**config.mk**
```make
export PLATFORM = sky130hd
export DESIGN_NAME = asram_ctrl
export DESIGN_NICKNAME = d
export VERILOG_FILES = /design/src/rtl/asram_pkg.sv /design/src/rtl/asram_seq.sv /design/src/rtl/asram_pins.sv /design/src/rtl/asram_rdcap.sv /design/src/rtl/asram_ctrl.sv
export SDC_FILE = /design/constraint.sdc
export NUM_CORES = 1
export LEC_CHECK = 0
export BUFFER_PORTS_ARGS = -buffer_cell sky130_fd_sc_hd__buf_4
export CORE_UTILIZATION = 25
export DETAILED_ROUTE_END_ITERATION = 10
export GPL_ROUTABILITY_DRIVEN = 1
export PLACE_DENSITY = 0.51
export SLEW_MARGIN = 20
export SYNTH_ARGS = -nofsm -noshare
export SYNTH_HDL_FRONTEND = slang
export SYNTH_HIERARCHICAL = 1
export SYNTH_SLANG_ARGS = --single-unit
```
**constraint.sdc**
```tcl
create_clock -name clk -period 2.8 [get_ports clk]
set_clock_uncertainty 0.2 [all_clocks]
set_input_delay 0.56 -clock clk [delete_from_list [all_inputs] [get_ports clk]]
set_output_delay 0.56 -clock clk [all_outputs]
set_load 0.01 [all_outputs]
```
**src/rtl/asram_pkg.sv**
```systemverilog
package asram_pkg;

   typedef enum logic [2:0] {
      PH_IDLE = 3'd0,
      PH_RD   = 3'd1,
      PH_RDHZ = 3'd2,
      PH_WR   = 3'd3,
      PH_WREC = 3'd4
   } phase_t;

   // whole cycles needed to cover ns at a clock period of clk_ns
   function automatic int unsigned ns2cyc(int unsigned ns, int unsigned clk_ns);
      return (ns + clk_ns - 1) / clk_ns;
   endfunction

   function automatic int unsigned umax(int unsigned a, int unsigned b);
      return (a > b) ? a : b;
   endfunction

endpackage

```
**src/rtl/asram_seq.sv**
```systemverilog
module asram_seq
   import asram_pkg::*;
#(
   parameter int unsigned N_RD  = 6,
   parameter int unsigned N_HZ  = 2,
   parameter int unsigned N_WP  = 5,
   parameter int unsigned N_WR  = 1
) (
   input  logic   clk,
   input  logic   rst_n,
   input  logic   req,
   input  logic   req_we,
   output phase_t st_q,
   output phase_t st_d,
   output logic   accept,
   output logic   cap_en
);

   localparam int unsigned N_MAX = umax(umax(N_RD, N_HZ), umax(N_WP, N_WR));
   localparam int unsigned CNT_W = $clog2(N_MAX + 1);

   localparam logic [CNT_W-1:0] LD_RD = CNT_W'(N_RD - 1);
   localparam logic [CNT_W-1:0] LD_HZ = CNT_W'(N_HZ - 1);
   localparam logic [CNT_W-1:0] LD_WP = CNT_W'(N_WP - 1);
   localparam logic [CNT_W-1:0] LD_WR = CNT_W'(N_WR - 1);

   logic [CNT_W-1:0] cnt_q, cnt_d;
   logic             last;

   assign last = (cnt_q == '0);

   always_comb begin
      st_d   = st_q;
      cnt_d  = last ? '0 : cnt_q - 1'b1;
      accept = 1'b0;
      cap_en = 1'b0;
      unique case (st_q)
         PH_IDLE: begin
            cnt_d = '0;
            if (req) begin
               accept = 1'b1;
               if (req_we) begin
                  st_d  = PH_WR;
                  cnt_d = LD_WP;
               end else begin
                  st_d  = PH_RD;
                  cnt_d = LD_RD;
               end
            end
         end
         PH_RD: if (last) begin
            cap_en = 1'b1;
            st_d   = PH_RDHZ;
            cnt_d  = LD_HZ;
         end
         PH_RDHZ: if (last) st_d = PH_IDLE;
         PH_WR: if (last) begin
            st_d  = PH_WREC;
            cnt_d = LD_WR;
         end
         PH_WREC: if (last) st_d = PH_IDLE;
         default: begin
            st_d  = PH_IDLE;
            cnt_d = '0;
         end
      endcase
   end

   always_ff @(posedge clk or negedge rst_n) begin
      if (!rst_n) begin
         st_q  <= PH_IDLE;
         cnt_q <= '0;
      end else begin
         st_q  <= st_d;
         cnt_q <= cnt_d;
      end
   end

   // a capture only closes a read phase and always hands over to release
   a_r5_cap_to_release: assert property (@(posedge clk) disable iff (!rst_n)
      cap_en |=> (st_q == PH_RDHZ));

   // a command never starts except from idle
   a_r2_start_from_idle: assert property (@(posedge clk) disable iff (!rst_n)
      ((st_q == PH_RD || st_q == PH_WR) && !$stable(st_q)) |-> ($past(st_q) == PH_IDLE));

endmodule

```
**src/rtl/asram_pins.sv**
```systemverilog
module asram_pins
   import asram_pkg::*;
#(
   parameter int unsigned ADDR_W = 17,
   parameter int unsigned DATA_W = 8
) (
   input  logic              clk,
   input  logic              rst_n,
   input  phase_t            st_q,
   input  phase_t            st_d,
   input  logic              accept,
   input  logic [ADDR_W-1:0] req_addr,
   input  logic [DATA_W-1:0] req_wdata,
   output logic [ADDR_W-1:0] mem_addr,
   output logic              mem_cs_n,
   output logic              mem_cs,
   output logic              mem_oe_n,
   output logic              mem_we_n,
   output logic [DATA_W-1:0] mem_dq_out,
   output logic              mem_dq_oe
);

   logic sel_d, oe_d, we_d, drv_d;

   always_comb begin
      sel_d = (st_d == PH_RD) || (st_d == PH_WR);
      oe_d  = (st_d == PH_RD);
      we_d  = (st_d == PH_WR);
      // drive from the second pulse cycle through the first cycle after release
      drv_d = (st_q == PH_WR) && ((st_d == PH_WR) || (st_d == PH_WREC));
   end

   always_ff @(posedge clk or negedge rst_n) begin
      if (!rst_n) begin
         mem_cs_n  <= 1'b1;
         mem_cs    <= 1'b0;
         mem_oe_n  <= 1'b1;
         mem_we_n  <= 1'b1;
         mem_dq_oe <= 1'b0;
      end else begin
         mem_cs_n  <= !sel_d;
         mem_cs    <= sel_d;
         mem_oe_n  <= !oe_d;
         mem_we_n  <= !we_d;
         mem_dq_oe <= drv_d;
      end
   end

   always_ff @(posedge clk or negedge rst_n) begin
      if (!rst_n) begin
         mem_addr   <= '0;
         mem_dq_out <= '0;
      end else if (accept) begin
         mem_addr   <= req_addr;
         mem_dq_out <= req_wdata;
      end
   end

   // never drive while the memory may be driving
   a_r8_no_contention: assert property (@(posedge clk) disable iff (!rst_n)
      mem_dq_oe |-> mem_oe_n);

   // drivers come on only after write enable has already been low
   a_r8_drive_after_we: assert property (@(posedge clk) disable iff (!rst_n)
      $rose(mem_dq_oe) |-> (!mem_we_n && !$past(mem_we_n)));

   // a write strobe is always a selected, output-disabled cycle
   a_r7_write_encoding: assert property (@(posedge clk) disable iff (!rst_n)
      !mem_we_n |-> (!mem_cs_n && mem_cs && mem_oe_n));

   // output enable only with the chip selected and no write
   a_r4_read_encoding: assert property (@(posedge clk) disable iff (!rst_n)
      !mem_oe_n |-> (!mem_cs_n && mem_cs && mem_we_n));

endmodule

```
**src/rtl/asram_rdcap.sv**
```systemverilog
module asram_rdcap #(
   parameter int unsigned DATA_W  = 8,
   parameter bit          RD_HOLD = 1'b1
) (
   input  logic              clk,
   input  logic              rst_n,
   input  logic              cap_en,
   input  logic [DATA_W-1:0] mem_dq_in,
   output logic              rd_valid,
   output logic [DATA_W-1:0] rd_data
);

   logic [DATA_W-1:0] cap_q;

   always_ff @(posedge clk or negedge rst_n) begin
      if (!rst_n) begin
         cap_q    <= '0;
         rd_valid <= 1'b0;
      end else begin
         rd_valid <= cap_en;
         if (cap_en) cap_q <= mem_dq_in;
      end
   end

   generate
      if (RD_HOLD) begin : g_hold
         assign rd_data = cap_q;
      end else begin : g_gate
         assign rd_data = rd_valid ? cap_q : '0;
      end
   endgenerate

   // the valid strobe is a single-cycle pulse
   a_r5_valid_pulse: assert property (@(posedge clk) disable iff (!rst_n)
      rd_valid |=> !rd_valid);

endmodule

```
**src/rtl/asram_ctrl.sv**
```systemverilog
module asram_ctrl
   import asram_pkg::*;
#(
   parameter int unsigned ADDR_W       = 17,
   parameter int unsigned DATA_W       = 8,
   parameter int unsigned CLK_NS       = 10,
   parameter int unsigned RD_CYC_NS    = 55,
   parameter int unsigned RD_ACC_NS    = 55,
   parameter int unsigned OE_ACC_NS    = 30,
   parameter int unsigned RD_REL_NS    = 20,
   parameter int unsigned WR_CYC_NS    = 55,
   parameter int unsigned WR_PULSE_NS  = 40,
   parameter int unsigned WR_ADDR_NS   = 50,
   parameter int unsigned WR_DSETUP_NS = 25,
   parameter bit          RD_HOLD      = 1'b1
) (
   input  logic              clk,
   input  logic              rst_n,
   input  logic              req,
   input  logic              req_we,
   input  logic [ADDR_W-1:0] req_addr,
   input  logic [DATA_W-1:0] req_wdata,
   output logic              ready,
   output logic              rd_valid,
   output logic [DATA_W-1:0] rd_data,
   output logic [ADDR_W-1:0] mem_addr,
   output logic              mem_cs_n,
   output logic              mem_cs,
   output logic              mem_oe_n,
   output logic              mem_we_n,
   output logic [DATA_W-1:0] mem_dq_out,
   output logic              mem_dq_oe,
   input  logic [DATA_W-1:0] mem_dq_in
);

   localparam int unsigned N_RD = umax(1, umax(umax(ns2cyc(RD_CYC_NS, CLK_NS),
                                                    ns2cyc(RD_ACC_NS, CLK_NS)),
                                               ns2cyc(OE_ACC_NS, CLK_NS)));
   localparam int unsigned N_HZ = umax(1, ns2cyc(RD_REL_NS, CLK_NS));
   localparam int unsigned N_WP = umax(umax(ns2cyc(WR_PULSE_NS, CLK_NS),
                                            ns2cyc(WR_ADDR_NS, CLK_NS)),
                                       ns2cyc(WR_DSETUP_NS, CLK_NS) + 1);
   localparam int unsigned N_WC = ns2cyc(WR_CYC_NS, CLK_NS);
   localparam int unsigned N_WR = (N_WC > N_WP + 1) ? (N_WC - N_WP) : 1;

   generate
      if (CLK_NS == 0) begin : g_bad_clk
         $error("asram_ctrl: CLK_NS must be nonzero");
      end
      if (ADDR_W == 0 || DATA_W == 0) begin : g_bad_width
         $error("asram_ctrl: ADDR_W and DATA_W must be nonzero");
      end
      if (N_WP < 2) begin : g_bad_wp
         $error("asram_ctrl: write pulse must span at least two cycles");
      end
   endgenerate

   phase_t st_q, st_d;
   logic   accept, cap_en;

   assign ready = (st_q == PH_IDLE);

   asram_seq #(
      .N_RD (N_RD),
      .N_HZ (N_HZ),
      .N_WP (N_WP),
      .N_WR (N_WR)
   ) u_seq (
      .clk    (clk),
      .rst_n  (rst_n),
      .req    (req),
      .req_we (req_we),
      .st_q   (st_q),
      .st_d   (st_d),
      .accept (accept),
      .cap_en (cap_en)
   );

   asram_pins #(
      .ADDR_W (ADDR_W),
      .DATA_W (DATA_W)
   ) u_pins (
      .clk        (clk),
      .rst_n      (rst_n),
      .st_q       (st_q),
      .st_d       (st_d),
      .accept     (accept),
      .req_addr   (req_addr),
      .req_wdata  (req_wdata),
      .mem_addr   (mem_addr),
      .mem_cs_n   (mem_cs_n),
      .mem_cs     (mem_cs),
      .mem_oe_n   (mem_oe_n),
      .mem_we_n   (mem_we_n),
      .mem_dq_out (mem_dq_out),
      .mem_dq_oe  (mem_dq_oe)
   );

   asram_rdcap #(
      .DATA_W  (DATA_W),
      .RD_HOLD (RD_HOLD)
   ) u_rdcap (
      .clk       (clk),
      .rst_n     (rst_n),
      .cap_en    (cap_en),
      .mem_dq_in (mem_dq_in),
      .rd_valid  (rd_valid),
      .rd_data   (rd_data)
   );

   // idle means standby on every memory control pin
   a_r1_standby: assert property (@(posedge clk) disable iff (!rst_n)
      ready |-> (mem_cs_n && !mem_cs && mem_oe_n && mem_we_n && !mem_dq_oe));

   // the address cannot move while a command is in progress
   a_r3_addr_stable: assert property (@(posedge clk) disable iff (!rst_n)
      (!ready && !$past(ready)) |-> $stable(mem_addr));

   // a write never produces read data
   a_r9_no_valid_in_write: assert property (@(posedge clk) disable iff (!rst_n)
      (!mem_we_n || mem_dq_oe) |-> !rd_valid);

endmodule

```
**After elaboration in Yosys (flattened, before gate mapping)**

Cells that the tools add are included.

- RAM bits: 0
- Memories kept: 0
- ROM bits: 0
- Bits in registers: 45
- Latch bits: 0
- Output and inout bits: 40

- Shift operators: 0
- Muxes and demuxes: 16
- Bitwise logic cells: 0
- Divide/modulo/power cells: 0
- Multipliers: 0
- $lt $le $gt $ge: 0
- Equality and inequality tests: 7
- Reductions and logical operators: 9
- $add $sub $neg: 1

Operators by type and width:

| cell | count |
|---|---|
| $mux W3 | 8 |
| $pmux W3 S4 | 2 |
| $eq A3 B2 Y1 const B | 3 |
| $eq A3 B1 Y1 const B | 2 |
| $eq A3 B3 Y1 const B | 2 |
| $logic_not A3 Y1 | 2 |
| $mux W1 | 5 |
| $logic_not A1 Y1 | 3 |
| $sub A3 B1 Y3 const B | 1 |
| $logic_or A1 B1 Y1 | 2 |
| $mux W2 | 1 |
| $reduce_or A2 Y1 | 1 |
| $logic_and A1 B1 Y1 | 1 |

**Longest topological paths before layout**

- Depth after elaboration: 6
- Mapped depth: 6
- Depth with buffers taken out: 6

**Cells and area by module**

The synthesis kept the hierarchy.

By module, submodules not included:

| module | cells an instance | times used | area each (µm²) |
|---|---|---|---|
| asram_pins | 65 | 1 | 1187.4 |
| asram_rdcap | 18 | 1 | 356.6 |
| asram_seq | 34 | 1 | 325.3 |
| asram_ctrl | 1 | 1 | 10.0 |

**Least setup slack after synthesis**

OpenSTA, ideal clock, no wires.

- Kind: input port to flip-flop
- From: in req
- To: reg u_pins.mem_addr[0]
- Data required time: 2.475 ns
- Arrival: 1.765 ns
- Path slack: 0.709 ns
- Cell stages on the path: 5
- Buffers on the path: 2
- Cells stage by stage: or3b_2 nor2_1 buf_2 buf_6 mux2_4

- Longest elaborated chain between the ends: 2

Ends and longest elaborated chain:

| element | line | RTL |
|---|---|---|
| start, declared | asram_ctrl.sv:19 | `input logic req,` |
| $mux W1 | asram_seq.sv:40 | `if (req) begin` |
| $mux W1 | asram_seq.sv:37 | `unique case (st_q)` |
| via accept | asram_ctrl.sv:59 | `logic accept, cap_en;` |
| end signal, assigned | asram_pins.sv:54 | `mem_addr <= req_addr;` |
| end, declared | asram_pins.sv:14 | `output logic [ADDR_W-1:0] mem_addr,` |

The timed path passes the listed nets, and every way through them passes these cells.
A chain may end at the register's enable or synchronous reset.

**Worst setup path in the final report**

- From: reg u_seq.cnt_q[0]
- To: reg u_pins.mem_dq_oe

- Longest elaborated chain between the ends: 6
- Elaborated cells between the ends (all ways): 9

Ends and longest elaborated chain:

| element | line | RTL |
|---|---|---|
| start, declared | asram_seq.sv:27 | `logic [CNT_W-1:0] cnt_q, cnt_d;` |
| start signal, assigned | asram_seq.sv:75 | `cnt_q <= cnt_d;` |
| $logic_not A3 Y1 * | asram_seq.sv:30 | `assign last = (cnt_q == '0);` |
| $mux W3 (on tied branches) | n/a |  |
| $pmux W3 S4 * | asram_seq.sv:37 |  |
| via st_d[2] | asram_ctrl.sv:58 | `phase_t st_q, st_d;` |
| $eq A3 B2 Y1 / $eq A3 B3 Y1 (equally long branches) | asram_pins.sv:30 | `drv_d = (st_q == PH_WR) && ((st_d == PH_WR) \|\| (st_d == PH_WREC));` |
| $logic_or A1 B1 Y1 * | asram_pins.sv:30 |  |
| $logic_and A1 B1 Y1 * | asram_pins.sv:30 |  |
| via u_pins.drv_d | asram_pins.sv:23 | `logic sel_d, oe_d, we_d, drv_d;` |
| end signal, assigned | asram_pins.sv:45 | `mem_dq_oe <= drv_d;` |
| end, declared | asram_pins.sv:20 | `output logic mem_dq_oe` |

Mark *: on every way through the listed nets, which the timed path passes. The rest lies on a longest branch.

==> impl_results.md <==
* Pwr Total at 3.14 mW
* Net Count, Synth at 155
* Cell Chain, Critical Path: or3_4, nor3b_1, a32o_1, or3b_1, a211oi_2
* Cells after Synth at 118
* Gr usage total at 0.0985
* Die height at between 80 and 90 um
* CTS Buffer Depth at 2
* CTS tree: yes
* Critical Path Max Stage Delay at between 0.4 and 0.5 ns
* Die X at roughly 89 um
* Filler cell count at 687
* Initial Util at 0.259
* Reg2Reg Depth at 5
* Ranking of synthesized cells by area: dfrtp_1, mux2_4, dfstp_2
* Total Neg Setup Slack at 0 ns
* Slew HR at 0.620
* Status: finished clean
* Ratio of cells with drive above 1 in the final layout at 0.628
* Critical Path RT at approximately 2.8 ns
* Worst Tran Pin Value at 0.570 ns
* Final Util at 0.369
* Most frequent cell after synthesis: dfrtp_1
* EDFF count, synth at 0
* Lkg Pwr at roughly 1.3 nW
* GPL Wtd Cong at 0.692
* Critical Path Fanout Max at 6
* Synth top area share at 0.559
* Iteration-0 DRC count of the detailed router at 21
* Crit path kind: register to register
* Final Critical Period at roughly 2.2 ns
* CTS Buf Count at 5
* Mapped cell area at around 1900 um^2
* Yosys reg bits at 45
* Initial antenna violation count at 0
* DR vias at approximately 1.2k
* CP Launch Type: register
* Sequential share of the synthesized area at 0.601
* Worst r2r src: u_seq/cnt_q[0]
* Fmax at approximately 450 MHz
* Cell variety after synth at 31
* NumNets Final at about 240
* WP data arrival at between 2 and 2.5 ns
* Post-cts resize count at 0
* Clk sink count at 45
* Drt pass-1 iters at 4
* Top Ports at 77
* CP Launch Point: u_seq/cnt_q[0]
* Die area at just under 8000 um^2
* ANT cells at 0
* Vias in the first global route at around 1.2k
* Final hold viol count at 0
* Synth cell count leaders: dfrtp_1, mux2_4, nand2_1
* DR vias/cell at 4.16
* GRT overflow at 0
* Final Worst Setup Slack at between 0.5 and 0.6 ns
* Slowest CP cell: dfrtp_1
* HPWL after DPL at ~2.7 mm
* Worst Hold Class: primary input to async pin
* FP Rows at 31
* Synthesis Warnings at 6
* Synth async-reset ratio at 1.00
* Pin count of the biggest net entering global routing at 46
* Clk root buf: clkbuf_8
* Area delta synth->final at 42.4%
* Final Max Slew Viols at 0
* Worst Setup End Kind: register
* Antenna viol nets, final at 0
* Clock latency at the later pin of the worst-skew pair at around 0.29 ns
* Core footprint at approximately 7300 um^2
* Hold-fix buffers, CTS at 0
* Pwr dens at about 1200 nW/um^2
* Setup violators final at 0
* First-pass GRT wire length at 5.80 mm
* Syn avg cell area at between 15 and 20 um^2
* WL final at ~3.9 mm
* DRC viols at 0
* Port Buffers at 76
* Cell accounting for the most synthesized area: dfrtp_1
* Post-CTS Setup Bufs at 0
* WL/cell at around 13 um
* Clk slew on worst S/H paths at ~0.090 ns
* Max Cap Viol at 0
* Fin crit share at 0.787
* RSZ-0062 raised after global routing: false
* Peak supply drop at roughly 270 uV
* Main synth FF type: dfrtp_1
* Pre-CTS setup slack at around 0.59 ns
* H-Tree Depth at 2
state kept, by name, summed over array words and instances, names as in the netlist:
signal and cells:
u_pins/mem_addr 17, u_pins/mem_cs 1, u_pins/mem_cs_n 1, u_pins/mem_dq_oe 1
u_pins/mem_dq_out 8, u_pins/mem_oe_n 1, u_pins/mem_we_n 1, u_rdcap/rd_data 8
u_rdcap/rd_valid 1, u_seq/cnt_q 3, u_seq/st_q 3
final timing paths:
kind                                              to  slack, ns
min in group clk                u_pins/mem_dq_out[7]       0.28
worst max-delay path                u_pins/mem_dq_oe       0.60
max in group asynchronous         u_pins/mem_addr[7]       1.95
worst min register to register   u_pins/mem_addr[16]       0.29
worst max register to register      u_pins/mem_dq_oe       0.60
worst min-delay path             u_pins/mem_addr[11]       0.05
kinds of logic after synthesis:
logic type,count (synthesis),synth area share
flip-flops,45,0.601
multiplexers,33,0.254
AND/OR/NAND/NOR,23,0.0766
AO/OA/AOI/OAI,10,0.0386
buffers and inverters,6,0.0253
XOR/XNOR,1,0.00466
report_power, final:
group,leakage [nW],switching [mW],internal (mW)
clock network,0.0554,0.218,0.268
registers,0.538,0.207,0.975
logic,0.679,0.575,0.900
total,1.27,1.00,2.14
stage by stage:
step	cells	instance area [um^2]	hold WS [ns]
2_1_floorplan	118	1880	0.0644
3_3_place_gp	290	2560	0.272
4_1_cts	298	2680	0.0738
3_5_place_dp	290	2560	0.281
6_report	298	2680	0.0536
5_1_grt	298	2680	0.102
cell type report:
class                           count  area (um^2)  share of cell area
Clock buffer                        6         72.6              0.0271
Sequential cell                    45         1130               0.422
Tap cell                           99          124              0.0463
Timing Repair Buffer               78          598               0.223
Inverter                            1         3.75             0.00140
Clock inverter                      2         38.8              0.0145
Multi-Input combinational cell     67          709               0.265
worst max-delay path: cells and delay by family (launching register included):
family / cells / cell delay (ns)
AOI/OAI and AO/OA: 2 / 0.44
DFF: 1 / 0.43
and+or+nand+nor: 3 / 1.06
cell usage in the layout (no fill, tap or decap), types with 3 or more instances in the layout:
master    netlist  layout
nor2_1          4       3
mux2_4         28      28
buf_4           0      77
dfrtp_1        42      42
nand2_1         5       5
clkbuf_8        0       5
mux2_2          3       3
dfstp_2         3       3
per-layer routing:
metal,wire length (um),vias to the layer above,GRT usage
li1,-,580,-
met1,1860,601,0.123
met2,1740,54,0.159
met3,309,5,0.0308
met4,37,0,0.0396
met5,0,-,0
(Power assumes the default switching activity.)
